File: src/rtl/tcb_pkg.sv
package tcb_pkg;
  localparam int NREG = 4;
  typedef enum int {RI_EN = 0, RI_STOP = 1, RI_FLAG = 2, RI_MASK = 3} reg_idx_e;

  // Offsets are decoded by software drivers, so they stay fixed.
  function automatic logic [7:0] rd_ofs(input int i);
    case (i)
      RI_EN:   return 8'h10;
      RI_STOP: return 8'h1C;
      RI_FLAG: return 8'h20;
      default: return 8'h30;
    endcase
  endfunction

  function automatic logic [7:0] set_ofs(input int i);
    case (i)
      RI_EN:   return 8'h14;
      RI_STOP: return 8'h2C;
      RI_FLAG: return 8'h24;
      default: return 8'h34;
    endcase
  endfunction

  function automatic logic [7:0] clr_ofs(input int i);
    case (i)
      RI_EN:   return 8'h18;
      RI_STOP: return 8'h3C;
      RI_FLAG: return 8'h28;
      default: return 8'h38;
    endcase
  endfunction
endpackage

File: src/rtl/tcb_rst_sync.sv
module tcb_rst_sync (
  input  logic clk,
  input  logic rst_n,
  output logic srst_n
);
  logic [1:0] stg;

  always_ff @(posedge clk or negedge rst_n) begin
    if (!rst_n) stg <= 2'b00;
    else        stg <= {stg[0], 1'b1};
  end

  assign srst_n = stg[1];
endmodule

File: src/rtl/tcb_decode.sv
module tcb_decode
  import tcb_pkg::*;
#(
  parameter int ADDR_W = 8
) (
  input  logic              clk,
  input  logic              rst_n,
  input  logic              bus_sel,
  input  logic              bus_wr,
  input  logic [ADDR_W-1:0] bus_addr,
  output logic [NREG-1:0]   set_stb,
  output logic [NREG-1:0]   clr_stb,
  output logic [NREG-1:0]   rd_hit
);
  logic wr_go, rd_go;

  assign wr_go = bus_sel & bus_wr;
  assign rd_go = bus_sel & ~bus_wr;

  for (genvar g = 0; g < NREG; g++) begin : g_dec
    assign set_stb[g] = wr_go && (bus_addr == ADDR_W'(set_ofs(g)));
    assign clr_stb[g] = wr_go && (bus_addr == ADDR_W'(clr_ofs(g)));
    assign rd_hit[g]  = rd_go && (bus_addr == ADDR_W'(rd_ofs(g)));
  end


  one_strobe_chk: assert property (@(posedge clk) disable iff (!rst_n)
    $onehot0({set_stb, clr_stb, rd_hit}));


  idle_no_strobe_chk: assert property (@(posedge clk) disable iff (!rst_n)
    !bus_sel |-> ({set_stb, clr_stb, rd_hit} == '0));
endmodule

File: src/rtl/tcb_w1sc_reg.sv
module tcb_w1sc_reg #(
  parameter int           W    = 32,
  parameter logic [W-1:0] IMPL = '1,
  parameter logic [W-1:0] RSTV = '0
) (
  input  logic         clk,
  input  logic         rst_n,
  input  logic         set_stb,
  input  logic         clr_stb,
  input  logic [W-1:0] wdata,
  input  logic [W-1:0] hw_set,
  output logic [W-1:0] q
);
  logic [W-1:0] set_bits, clr_bits, hw_bits, q_nxt;
  logic         upd;

  always_comb begin
    set_bits = set_stb ? (wdata & IMPL) : '0;
    clr_bits = clr_stb ? (wdata & IMPL) : '0;
    hw_bits  = hw_set & IMPL;
    // hardware events are ORed last so they override a same-cycle clear
    q_nxt    = ((q | set_bits) & ~clr_bits) | hw_bits;
    upd      = set_stb | clr_stb | (|hw_bits);
  end

  always_ff @(posedge clk or negedge rst_n) begin
    if (!rst_n)   q <= RSTV & IMPL;
    else if (upd) q <= q_nxt;
  end


  set_takes_chk: assert property (@(posedge clk) disable iff (!rst_n)
    set_stb |=> ((q & $past(set_bits)) == $past(set_bits)));


  clr_takes_chk: assert property (@(posedge clk) disable iff (!rst_n)
    clr_stb |=> ((q & $past(clr_bits & ~hw_bits)) == '0));


  hw_wins_chk: assert property (@(posedge clk) disable iff (!rst_n)
    (|hw_bits) |=> ((q & $past(hw_bits)) == $past(hw_bits)));


  hold_chk: assert property (@(posedge clk) disable iff (!rst_n)
    (!set_stb && !clr_stb && hw_set == '0) |=> $stable(q));
endmodule

File: src/rtl/tcb_irq_merge.sv
module tcb_irq_merge #(
  parameter int DATA_W   = 32,
  parameter int NCH      = 6,
  parameter int HALF_LSB = 16
) (
  input  logic              clk,
  input  logic              rst_n,
  input  logic [DATA_W-1:0] flags,
  input  logic [DATA_W-1:0] masks,
  output logic [NCH-1:0]    irq
);
  for (genvar n = 0; n < NCH; n++) begin : g_ch
    assign irq[n] = (flags[n] & ~masks[n]) |
                    (flags[HALF_LSB+n] & ~masks[HALF_LSB+n]);
  end


  no_flag_no_irq_chk: assert property (@(posedge clk) disable iff (!rst_n)
    (flags == '0) |-> (irq == '0));
endmodule

File: src/rtl/tmr_ctl_bank.sv
module tmr_ctl_bank
  import tcb_pkg::*;
#(
  parameter int ADDR_W   = 8,
  parameter int DATA_W   = 32,
  parameter int NCH      = 6,
  parameter int HALF_LSB = 16,
  parameter int OS_BIT   = 15,
  parameter int WDT_BIT  = 16
) (
  input  logic              clk,
  input  logic              rst_n,
  input  logic              bus_sel,
  input  logic              bus_wr,
  input  logic [ADDR_W-1:0] bus_addr,
  input  logic [DATA_W-1:0] bus_wdata,
  output logic [DATA_W-1:0] bus_rdata,
  input  logic [NCH-1:0]    full_evt,
  input  logic [NCH-1:0]    half_evt,
  output logic [NCH-1:0]    irq,
  output logic [NCH-1:0]    chan_en,
  output logic              os_cnt_en,
  output logic [NCH-1:0]    chan_stop,
  output logic              wdt_stop
);
  localparam logic [DATA_W-1:0] CH_BITS  = DATA_W'((64'd1 << NCH) - 64'd1);
  localparam logic [DATA_W-1:0] EN_IMPL  = CH_BITS | (DATA_W'(1) << OS_BIT);
  localparam logic [DATA_W-1:0] ST_IMPL  = CH_BITS | (DATA_W'(1) << WDT_BIT);
  localparam logic [DATA_W-1:0] EV_IMPL  = CH_BITS | (CH_BITS << HALF_LSB);
  localparam logic [DATA_W-1:0] IMPL_V [NREG] = '{EN_IMPL, ST_IMPL, EV_IMPL, EV_IMPL};
  localparam logic [DATA_W-1:0] RST_V  [NREG] = '{'0, ST_IMPL, '0, EV_IMPL};

  logic              srst_n;
  logic [NREG-1:0]   set_stb, clr_stb, rd_hit;
  logic [DATA_W-1:0] hw_v [NREG];
  logic [DATA_W-1:0] q_v  [NREG];

  tcb_rst_sync u_rst (.clk(clk), .rst_n(rst_n), .srst_n(srst_n));

  tcb_decode #(.ADDR_W(ADDR_W)) u_dec (
    .clk(clk), .rst_n(srst_n), .bus_sel(bus_sel), .bus_wr(bus_wr),
    .bus_addr(bus_addr), .set_stb(set_stb), .clr_stb(clr_stb), .rd_hit(rd_hit)
  );

  assign hw_v[RI_EN]   = '0;
  assign hw_v[RI_STOP] = '0;
  assign hw_v[RI_FLAG] = (DATA_W'(half_evt) << HALF_LSB) | DATA_W'(full_evt);
  assign hw_v[RI_MASK] = '0;

  for (genvar g = 0; g < NREG; g++) begin : g_reg
    tcb_w1sc_reg #(.W(DATA_W), .IMPL(IMPL_V[g]), .RSTV(RST_V[g])) u_reg (
      .clk(clk), .rst_n(srst_n), .set_stb(set_stb[g]), .clr_stb(clr_stb[g]),
      .wdata(bus_wdata), .hw_set(hw_v[g]), .q(q_v[g])
    );
  end

  always_comb begin
    bus_rdata = '0;
    for (int i = 0; i < NREG; i++)
      if (rd_hit[i]) bus_rdata = bus_rdata | q_v[i];
  end

  tcb_irq_merge #(.DATA_W(DATA_W), .NCH(NCH), .HALF_LSB(HALF_LSB)) u_irq (
    .clk(clk), .rst_n(srst_n), .flags(q_v[RI_FLAG]), .masks(q_v[RI_MASK]), .irq(irq)
  );

  assign chan_en   = q_v[RI_EN][NCH-1:0];
  assign os_cnt_en = q_v[RI_EN][OS_BIT];
  assign chan_stop = q_v[RI_STOP][NCH-1:0];
  assign wdt_stop  = q_v[RI_STOP][WDT_BIT];


  all_masked_quiet_chk: assert property (@(posedge clk) disable iff (!srst_n)
    ((q_v[RI_MASK] & EV_IMPL) == EV_IMPL) |-> (irq == '0));


  evt_latch_chk: assert property (@(posedge clk) disable iff (!srst_n)
    (full_evt != '0) |=> ((q_v[RI_FLAG][NCH-1:0] & $past(full_evt)) == $past(full_evt)));
endmodule

File: config.mk
export PLATFORM = sky130hd
export DESIGN_NAME = tmr_ctl_bank
export DESIGN_NICKNAME = d
export VERILOG_FILES = /design/src/rtl/tcb_pkg.sv /design/src/rtl/tcb_rst_sync.sv /design/src/rtl/tcb_decode.sv /design/src/rtl/tcb_w1sc_reg.sv /design/src/rtl/tcb_irq_merge.sv /design/src/rtl/tmr_ctl_bank.sv
export SDC_FILE = /design/constraint.sdc
export NUM_CORES = 1
export LEC_CHECK = 0
export BUFFER_PORTS_ARGS = -buffer_cell sky130_fd_sc_hd__clkbuf_2
export CAP_MARGIN = 20
export CORE_MARGIN = 5
export CORE_UTILIZATION = 40
export DETAILED_ROUTE_END_ITERATION = 6
export PLACE_DENSITY_LB_ADDON = 0.15
export SLEW_MARGIN = 15
export SYNTH_ARGS = -nofsm -noshare
export SYNTH_HDL_FRONTEND = slang
export SYNTH_SLANG_ARGS = --single-unit
File: constraint.sdc
create_clock -name clk -period 2.2 [get_ports clk]
set_clock_uncertainty 0.05 [all_clocks]
set_input_delay 0.44 -clock clk [delete_from_list [all_inputs] [get_ports clk]]
set_output_delay 0.44 -clock clk [all_outputs]
set_load 0.03 [all_outputs]
; After elaboration in Yosys (flattened, before gate mapping)
; Cells that the tools add are included.
[word_totals]
output_inout_bits = 52
wordCells = 97
ff_bits = 130
[op_classes]
eq_ne = 12
reduce_logical = 13
n_bitwise = 55
mux = 12
[op_table]
columns = op, count
row1 = OR 32 bit, 7
row2 = AND 32 bit, 4
row3 = 2-to-1 mux 32 bit, 4
row4 = NOT 32 bit, 4
row5 = 2-to-1 mux 22 bit, 4
row6 = "== test 8 x 6 -> 1 bit, second input constant", 8
row7 = 2-to-1 mux 17 bit, 2
row8 = "== test 8 x 5 -> 1 bit, second input constant", 4
row9 = 2-to-1 mux 16 bit, 2
row10 = OR 32 x 22 -> 32 bit, 1
row11 = OR 22 x 6 -> 22 bit, 1
row12 = AND 1 bit, 14
row13 = NOT 1 bit, 13
row14 = logical AND 1 bit, 12
row15 = OR reduction 12 bit, 1
row16 = OR 1 bit, 11

; Longest topological paths before layout
[logic_depth]
depth_word = 10
mapped_depth = 5

; Modules after synthesis
; A second synthesis with hierarchy kept.
[unflattened]
hier_cells = 402
hier_area_um2 = 3399.5
[modules_own_cells]
columns = module, seq_area_each_um2, instances, cells_per_inst, area_per_inst_um2
row1 = tmr_ctl_bank, 0.0, 1, 109, 701.9
row2 = tcb_w1sc_reg at g_reg[3].u_reg, 315.3, 1, 71, 695.7
row3 = tcb_w1sc_reg at g_reg[2].u_reg, 300.3, 1, 71, 680.7
row4 = tcb_w1sc_reg at g_reg[1].u_reg, 183.9, 1, 54, 498.0
row5 = tcb_w1sc_reg at g_reg[0].u_reg, 175.2, 1, 54, 489.2
row6 = tcb_decode, 0.0, 1, 22, 160.2
row7 = tcb_irq_merge, 0.0, 1, 18, 120.1
row8 = tcb_rst_sync, 50.0, 1, 3, 53.8

; Worst setup path after synthesis
; Ideal clock, no wire load.
[synth_path]
path_type = input to output
from = input port bus_addr[2]
to = output port bus_rdata[16]
required_time_ns = 1.710
stages = 4
path_buffers = 1
arrival_time_ns = 1.935
path_slack_ns = -0.225
path_cell_list = or4_1 buf_2 or3_1 a21oi_1
[synth_between]
elab_chain_cells = 9
elab_cells_between_ends = 15
cone_classes = 4 x eq/ne / 4 x mux / 3 x bitwise / 4 x reduce/logical
[synth_lines]
columns = item, line
row1 = "start, declared", tmr_ctl_bank.sv:15  ; input logic [ADDR_W-1:0] bus_addr,
row2 = == test 8 x 5 -> 1 bit, tcb_decode.sv:23  ; assign rd_hit[g] = rd_go && (bus_addr == ADDR_W'(rd_ofs(g)));
row3 = logical AND 1 bit, tcb_decode.sv:23
row4 = 2-to-1 mux 32 bit, tmr_ctl_bank.sv:60  ; if (rd_hit[i]) bus_rdata = bus_rdata | q_v[i];
row5 = OR 32 bit, tmr_ctl_bank.sv:60
row6 = 2-to-1 mux 32 bit, tmr_ctl_bank.sv:60
row7 = OR 32 bit, tmr_ctl_bank.sv:60
row8 = 2-to-1 mux 32 bit, tmr_ctl_bank.sv:60
row9 = OR 32 bit, tmr_ctl_bank.sv:60
row10 = 2-to-1 mux 32 bit *, tmr_ctl_bank.sv:60
row11 = "end, declared", tmr_ctl_bank.sv:17  ; output logic [DATA_W-1:0] bus_rdata,
; Every way passes the cells marked *; elsewhere a longest branch is shown, timed or not.

; Worst setup path in the final report
[layout_path]
from = input port bus_addr[6]
to = output port bus_rdata[21]
; Same word-level chain as after synthesis.

==> impl_results.md <==
- Status: complete, but fails checks
- Failing checks: negative setup slack
- RR Endpoint: g_reg[2].u_reg.q[20]$_DFFE_PN0P_
- Slew Limit Fails: 0
- Initial core utilization: 41.22%
- Global route hottest layer: met2
- RSZ-0062 raised after global routing: true
- Top_reg_cell synth: dfrtp_1
- Vias: 2356
- Length of the first detailed-routing pass in iterations: 4
- Flop2flop setup slack: 1.28 ns
- GR Util met3: 4.655%
- CP Capture Type: output port
- Worst reg-to-reg path cell count: 2
- Final setup viols: 10
- Area of the multi-input gates: 1282 sq um
- Post-synthesis sequential area ratio: 41.74%
- Hold/Removal Path Class: reg -> async
- Final WS setup: -0.1481 ns
- Synth-to-Final Area Change: 30.73%
- EDFF count, synth: 0
- Met1 Track Usage GR: 24.33%
- Pleak: 1.430 nW
- Peak supply drop: 0.3466 mV
- Critical path required time: 1.71 ns
- CTS Root Buffer Type: clkbuf_8
- Leading area contributor after synthesis: dfrtp_1
- Routed wire length per instance: 17.89 microns
- TritonCTS Buffers: 5
- Syn avg cell area: 9.515 sq um
- Synth top area cells: dfrtp_1, dfstp_2, a41oi_1
- Port Buf Inserts: 69
- Final net count: 386
- PwrDens: 478.5 nW/um^2
- Total track usage: 19.23%
- Congestion Overflow GR: 0
- Async SR Flop Fraction: 100.0%
- Crit path max fanout: 5
- Die W: 88.34 microns
- FILL cells: 569
- Vias per cell: 5.803
- Pin count of the biggest net entering global routing: 55
- Share of cells above drive strength 1: 42.60%
- CTS tree: done
- Clock transition at path regs: 0.08 ns
- Critical R2R Launch: g_reg[2].u_reg.q[20]$_DFFE_PN0P_
- Post-Synthesis Cells: 258
- CP startpoint kind: primary input
- Post-synth design cell area: 2455 sq um
- Clk sinks: 40
- FF/Latch Area: 1025 sq um
- Yosys reg bits: 40
- Final hold vios: 0
- Setup WS pre-CTS: -0.2629 ns
- Netlist cell types: 31
- Commonest non-fill, non-tap cell in the layout: clkbuf_2
- Antenna diodes: 0
- # DRC: 0
- Die ar.: 7804 sq um
- Worst setup path endpoint: bus_rdata[21]
- First-pass GRT wire length: 11430 microns
- Arrival time worst endpoint: 1.86 ns
- DR iter-0 viols: 105
- Gpl congestion: 0.7569
- Core Box Area: 5956 sq um
- Ports: 108
- Clk Latency, worst-skew pair: 0.29 ns
- Max Cap Viol: 0
- Cells after DPL: 394
- Die Ht: 88.34 microns
- Total negative slack: -1.183 ns
- Finished Layout Cells: 406
- Crit path from: bus_addr[6]
- Synth top area share: 21.41%
- Fin crit period: 2.348 ns
- HPWL after DPL: 4941 microns
- Num rows: 28
- Peak Freq: 0.4259 GHz
- Kind of critical path: in -> out
- Commonest non-fill, non-tap cells in the layout: clkbuf_2, a21oi_1, a41oi_1, buf_4, dfrtp_1
- Met2 Track Usage GR: 31.82%
- Initial antenna violation count: 0
- H-tree levels: 2
- Yosys warns: 0
- Final wirelength: 7262 microns
- Worst-case clock buffer depth: 2
- Number of global-route vias before repair: 2271
- Period utilisation layout: 106.7%
- Final ANT Viol Nets: 0
## metal layers
| metal | part of all wire [%] | vias to the layer above |
|---|---|---|
| li1 | - | 1103 |
| met5 | 0 | - |
| met3 | 7.2 | 11 |
| met4 | 2.0 | 0 |
| met1 | 42 | 1137 |
| met2 | 49 | 105 |
## final cells by class
type	count	share of cell area, %
sequential	40	31.93
tap	75	2.924
clock buffer	5	2.144
clock inverter	3	0.5848
inverter	13	1.520
multi-input combinational	174	39.96
timing repair buffer	96	20.94
## critical path, cell delays in order
cell and delay (ns):
buf_6 0.09, or4b_4 0.54, or3_4 0.49, nor2_4 0.16
buf_8 0.13
## report_power, final
group          switching (mW)  internal (mW)
Clock                   0.268          0.221
Combinational           0.184         0.0919
Sequential             0.0119          0.758
Total                   0.464           1.07
## sequential cells by signal, summed over array words and instances, names as in the netlist
signal,count
u_rst.stg,2
g.u_reg.q,38
## cells by family (layout without fill, tap and decap cells)
logic type | after synthesis | count (layout) | synth area share [%]
other | 2 | 20 | 0.3059
buffers and inverters | 63 | 117 | 13.00
DFF | 40 | 40 | 41.74
and+or+nand+nor | 40 | 41 | 10.45
muxes | 12 | 12 | 4.893
AOI/OAI and AO/OA | 101 | 101 | 29.61
## stage by stage
stage | hold slack [ns] | cell area (sq um) | util, % | power, mW
floorplan | 0.09441 | 2566 | - | 0.9650
global placement | 0.1774 | 2958 | 49.66 | 1.043
detailed placement | 0.1791 | 2958 | 49.66 | 1.047
CTS | 0.2583 | 3152 | 52.92 | 1.540
global route | 0.2546 | 3209 | 53.89 | 1.607
finish | 0.2420 | 3209 | 53.89 | 1.536
## cell usage after synthesis, types with 2 or more instances
library cell  count
buf_2             6
dfrtp_1          21
a21o_1           12
nand3_1           7
inv_1            13
nor2_1            5
a41o_1           12
buf_4            20
a21oi_1          38
clkbuf_1         22
nand4_1          12
conb_1            2
and3_1            3
dfstp_2          19
o22ai_1           6
a211o_1           6
buf_1             2
a41oi_1          27
mux2i_1          12
nor2b_1           2
## how the worst min path moves through the flow
stage	slack [ns]	cells after the start	to
2_1_floorplan	0.09	0	u_rst.stg[0]$_DFF_PN0_
3_3_place_gp	0.18	1	u_rst.stg[1]$_DFF_PN0_
3_5_place_dp	0.18	1	u_rst.stg[0]$_DFF_PN0_
4_1_cts	0.26	1	g_reg[2].u_reg.q[4]$_DFFE_PN0P_
5_1_grt	0.25	2	g_reg[2].u_reg.q[18]$_DFFE_PN0P_
6_report	0.24	1	g_reg[2].u_reg.q[4]$_DFFE_PN0P_
## what timing repair did
| item | CTS | global route |
|---|---|---|
| hold buffers | 1 | 0 |
| cloned | 0 | 1 |
| pin swaps | 5 | 9 |
| resized for setup | 22 | 18 |
| setup buffers | 1 | 1 |
| endpoints found under the setup margin | 13 | 13 |
| hold endpoints to repair | 2 | 0 |
No activity file was read; power rests on OpenSTA's default activity.
